==> src/rtl/tx_ra_pkg.sv <==
package tx_ra_pkg;

    parameter int unsigned TX_DW = 8;

    typedef enum logic [1:0] {
        SPD_10M  = 2'b00,
        SPD_100M = 2'b01,
        SPD_1G   = 2'b10,
        SPD_RSV  = 2'b11
    } spd_t;

    typedef struct packed {
        logic [TX_DW-1:0] d;
        logic             en;
        logic             er;
    } tx_beat_t;

    // Paced speeds take a beat only on the strobe; the reserved code paces too.
    function automatic logic spd_is_paced(spd_t s);
        return (s != SPD_1G);
    endfunction

    // Nominal copies per byte at each speed.
    function automatic int unsigned spd_copies(spd_t s);
        case (s)
            SPD_1G:   return 1;
            SPD_100M: return 10;
            default:  return 100;
        endcase
    endfunction

endpackage

==> src/rtl/tx_ra_qualify.sv <==
module tx_ra_qualify
    import tx_ra_pkg::*;
(
    input  spd_t speed,
    input  logic ce,
    output logic take
);

    always_comb begin
        if (spd_is_paced(speed)) take = ce;
        else                     take = 1'b1;
    end

endmodule

==> src/rtl/tx_ra_hold.sv <==
module tx_ra_hold
    import tx_ra_pkg::*;
(
    input  logic     clk,
    input  logic     rst,
    input  logic     take,
    input  tx_beat_t d,
    output tx_beat_t q
);

    always_ff @(posedge clk) begin
        if (rst)       q <= '0;
        else if (take) q <= d;
    end

    // reset clears the held beat on the following edge
    a_r1_reset_clear: assert property (@(posedge clk)
        rst |=> (q == '0));

    // a captured beat shows up after exactly one edge
    a_r4_one_edge: assert property (@(posedge clk) disable iff (rst)
        take |=> (q == $past(d)));

    // without a capture the whole beat (data and flags) stays put
    a_r5_hold_between: assert property (@(posedge clk) disable iff (rst)
        !take |=> $stable(q));

endmodule

==> src/rtl/tx_rate_adapter.sv <==
module tx_rate_adapter
    import tx_ra_pkg::*;
(
    input  logic             clk,
    input  logic             rst,
    input  logic [1:0]       speed_sel,
    input  logic             pace_ce,
    input  logic [TX_DW-1:0] mac_txd,
    input  logic             mac_txen,
    input  logic             mac_txer,
    output logic [TX_DW-1:0] core_txd,
    output logic             core_txen,
    output logic             core_txer
);

    spd_t     speed;
    logic     take;
    tx_beat_t beat_in;
    tx_beat_t beat_out;

    assign speed = spd_t'(speed_sel);

    always_comb begin
        beat_in.d  = mac_txd;
        beat_in.en = mac_txen;
        beat_in.er = mac_txer;
    end

    tx_ra_qualify u_qualify (
        .speed (speed),
        .ce    (pace_ce),
        .take  (take)
    );

    tx_ra_hold u_hold (
        .clk  (clk),
        .rst  (rst),
        .take (take),
        .d    (beat_in),
        .q    (beat_out)
    );

    assign core_txd  = beat_out.d;
    assign core_txen = beat_out.en;
    assign core_txer = beat_out.er;

    // at 1 Gbps the port outputs follow the port inputs one cycle later
    a_r2_gig_passthru: assert property (@(posedge clk) disable iff (rst)
        (speed_sel == 2'b10) |=>
            (core_txd == $past(mac_txd) && core_txen == $past(mac_txen)
             && core_txer == $past(mac_txer)));

    // at paced speeds a cycle without strobe leaves the outputs alone
    a_r3_ignore_unpaced: assert property (@(posedge clk) disable iff (rst)
        (speed_sel != 2'b10 && !pace_ce) |=>
            ($stable(core_txd) && $stable(core_txen) && $stable(core_txer)));

    // a frame start on the core side always follows a capture
    a_r7_frame_start: assert property (@(posedge clk) disable iff (rst)
        $rose(core_txen) |-> $past(take));

endmodule

==> config.mk <==
export PLATFORM = sky130hd
export DESIGN_NAME = tx_rate_adapter
export DESIGN_NICKNAME = d
export VERILOG_FILES = /design/src/rtl/tx_ra_pkg.sv /design/src/rtl/tx_ra_qualify.sv /design/src/rtl/tx_ra_hold.sv /design/src/rtl/tx_rate_adapter.sv
export SDC_FILE = /design/constraint.sdc
export NUM_CORES = 1
export LEC_CHECK = 0
export BUFFER_PORTS_ARGS = -buffer_cell sky130_fd_sc_hd__clkbuf_2
export CORE_AREA = 4 4 41 43
export CTS_BUF_LIST = sky130_fd_sc_hd__clkbuf_4
export CTS_CLUSTER_SIZE = 8
export DETAILED_ROUTE_END_ITERATION = 16
export DIE_AREA = 0 0 45 47
export GPL_ROUTABILITY_DRIVEN = 0
export PLACE_DENSITY = 0.55
export SLEW_MARGIN = 20
export SYNTH_ARGS = -nofsm -noshare
export SYNTH_HDL_FRONTEND = slang
export SYNTH_HIERARCHICAL = 1
export SYNTH_SLANG_ARGS = --single-unit
==> constraint.sdc <==
create_clock -name clk -period 1.6 [get_ports clk]
set_input_delay 0.32 -clock clk [delete_from_list [all_inputs] [get_ports clk]]
set_output_delay 0.32 -clock clk [all_outputs]
set_load 0.01 [all_outputs]
== Word level (Yosys, flattened, before mapping) ==
Index checks and enable logic that the tools add are counted.
Word-level totals
  register bits: 10
  logic and storage cells: 5
Operators by class
  equality and inequality tests: 1
  multiplexer cells: 1
Operator list (count)
  2-bit != test (second input constant): 1
  1-bit two-way mux: 1

== Logic depth before layout (Yosys ltp) ==
  word-level depth: 2
  gate-level depth with buffers: 5
  depth with buffers taken out: 4

== Hierarchy ==
The synthesis kept the hierarchy.
By module, submodules not included
  tx_ra_hold: times used 1, cells each 32, area an instance 352.8 µm², seq. area each 200.2 µm²
  tx_ra_qualify: times used 1, cells each 2, area an instance 11.3 µm², seq. area each 0.0 µm²

== Worst setup path after synthesis ==
Ideal clock, no wire load.
  path kind: input port to flip-flop
  from: input port speed_sel[0]
  to: register u_hold/q[0] (netlist bit)
  library setup time: 0.128 ns
  arrival time: 0.832 ns
  setup slack: 0.640 ns
  stages on the path: 5
  path buffers: 1
  path through: inv_1 a21o_1 buf_6 mux2i_1 nor2_1
On the way
  longest elaborated chain between the ends: 2
Ends and longest elaborated chain
  from (decl): line tx_rate_adapter.sv:6  | input logic [1:0] speed_sel,
  2-bit != test: line tx_ra_pkg.sv:20  | return (s != SPD_1G);
  1-bit two-way mux: line tx_ra_qualify.sv:10  | if (spd_is_paced(speed)) take = ce;
  named net take: line tx_rate_adapter.sv:17  | logic take;
  to (signal assigned): line tx_ra_hold.sv:12  | if (rst) q <= '0;
  to (signal assigned): line tx_ra_hold.sv:13  | else if (take) q <= d;
  to (decl): line tx_ra_hold.sv:8  | output tx_beat_t q
The timed path passes the listed nets, and every way through them passes these cells.
A chain may end at the register's enable or synchronous reset.

== Worst setup path after layout ==
  from: register u_hold/q[6] (netlist bit)
  to: output port core_txd[4]
RTL lines
  to (decl): line tx_rate_adapter.sv:11  | output logic [TX_DW-1:0] core_txd,
No word-level cell between the ends.

==> flow_summary.json <==
{
  "rows": 13,
  "io_pins": 25,
  "clkTransAtPathRegs_ns": 0.06,
  "grt_setup_unrepaired": "no",
  "slowest_delay_ns": 0.33,
  "synth-async-reset-ratio_pct": 0,
  "core_region_area_um2": 1300,
  "period_minus_slack_ns": 1.04,
  "path_buf_inv": 1,
  "slew_viol_final": 0,
  "firstDrtPassIters": 1,
  "powerDensity_nw_per_um2": 1010,
  "ctsRootBufferMaster": "clkbuf_4",
  "clockBufferDepth": 2,
  "tns_ns": 0,
  "ys_seq_area_share_pct": 55.0,
  "worst_ep_required_time_ns": 1.28,
  "dieHeight_um": 47,
  "wl_um": 740,
  "top_regs": "u_hold/q: 10 flops",
  "dieArea_um2": 2120,
  "cts_hold_buf": 0,
  "antenna_found_initial": 0,
  "synth_nets": 49,
  "critical-path-slowest-cell": "dfxtp_1",
  "wire_per_inst_um": 10.0,
  "path_max_fanout": 2,
  "n_antenna_cell": 0,
  "track_usage_pct": 7.87,
  "clk_latency_ns": 0.26,
  "post_cts_resized": 0,
  "syn-cell-area_um2": 364,
  "routed_via_density": 4.09,
  "fin_nets": 76,
  "grt.overflow.total": 0,
  "initial_core_util_pct": 28.0,
  "largest_reg_flops": 10,
  "grt_pass1_wl_um": 1110,
  "portBuffers": 24,
  "synth_top_area_cell": "dfxtp_1",
  "yosysWarnings": 6,
  "antenna_left": 0,
  "netlist_top_cells_count": "dfxtp_1, mux2i_1, nor2_1",
  "fp.dieW_um": 45,
  "final.setup.worst_slack_ns": 0.559,
  "cts.sinks": 10,
  "cts_tree": "built",
  "grt_max_degree": 11,
  "worst_slew_pin_slew_ns": 0.498,
  "pre_cts_slack_ns": 0.295,
  "critPathTopFamily": "flip-flops",
  "yosysTopAreaCellShare_pct": 55.0,
  "critPathKind": "reg -> out",
  "syn_inst": 34,
  "syn_to_final_growth_pct": 40.2,
  "synth_edf_count": 0,
  "max_freq_mhz": 961,
  "cts_setup_buffers": 0,
  "drive_gt1_share_pct": 45.8,
  "setup_viol": 0,
  "leakage_nw": 0.299,
  "r2r_slack_ns": 1.00,
  "slew_headroom_pct": 66.8,
  "path_cells": "clkbuf_2",
  "synth_ff_type": "dfxtp_1",
  "peakVddDrop_uv": 495,
  "fin_crit_sh_pct": 65.1,
  "syn_avg_cell_area_um2": 10.7,
  "netlist-cell-type-count": 7,
  "drt_iter0_drc": 0,
  "nFillCells": 149,
  "cap_violations": 0,
  "finalHoldViolCount": 0,
  "regMostFlops": "u_hold/q",
  "numCtsBuffers": 3,
  "fin_skew_ns": 0,
  "yosys_register_bits": 10,
  "vias": 303,
  "hold_path.class": "in -> reg",
  "arrival_ns": 0.72,
  "cp-start-kind": "register",
  "grt_pass1_vias": 286,
  "crit_path_end_kind": "output port",
  "htreeDepth": 1,
  "netlist_top_cells_area": "dfxtp_1, mux2i_1, nor2_1, buf_6, a21o_1",
  "drc": 0,
  "status": "completed"
}
area by class of cell:
| class | count | area [µm²] | area share (%) |
|---|---|---|---|
| multi-input combinational | 21 | 145 | 28.4 |
| inverter | 1 | 3.75 | 0.735 |
| timing repair buffer | 24 | 120 | 23.5 |
| tap | 15 | 18.8 | 3.68 |
| clock buffer | 3 | 22.5 | 4.41 |
| sequential | 10 | 200 | 39.2 |
per-layer routing:
layer  wire length, µm  part of all wire [%]  GRT usage, %
met4                 0                     0          8.77
met2               352                    48          10.5
met3                65                   8.8          2.30
met5                 0                     0             0
met1               323                    44          9.49
report_power, final:
group | switching [W] | leakage, nW | internal, W
registers | 0.00000746 | 0.0829 | 0.000266
clock network | 0.0000798 | 0.0138 | 0.0000866
logic | 0.0000372 | 0.203 | 0.0000406
total | 0.000124 | 0.299 | 0.000393
final timing paths:
check,from,to,cells past startpoint
max reg2reg,u_hold/q[5]$_SDFFE_PP0P_,u_hold/q[5]$_SDFFE_PP0P_,2
min,mac_txd[1],u_hold/q[3]$_SDFFE_PP0P_,3
max,u_hold/q[6]$_SDFFE_PP0P_,core_txd[4],1
min reg2reg,u_hold/q[9]$_SDFFE_PP0P_,u_hold/q[9]$_SDFFE_PP0P_,2
cell families after synthesis:
group / count (synthesis) / share of synthesized area (%)
muxes: 10 / 27.5
DFF: 10 / 55.0
and+or+nand+nor: 10 / 10.3
buffers and inverters: 3 / 5.15
AOI/OAI and AO/OA: 1 / 2.06
layout by cell type (no fill, tap or decap):
cell type  count
clkbuf_4       3
a21o_1         1
clkbuf_2      24
mux2i_1       10
nor2_1        10
dfxtp_1       10
inv_1          1
metrics by stage:
stage	util (%)	hold slack [ns]	std cells	power (W)	cell area (µm²)
floorplan	-	0.467	34	0.000325	364
global placement	37.5	0.477	71	0.000359	488
detailed placement	37.5	0.484	71	0.000358	488
CTS	39.2	0.292	74	0.000528	510
global route	39.2	0.307	74	0.000543	510
finish	39.2	0.295	74	0.000518	510
Note: power is estimated with default switching activity, not from simulation.
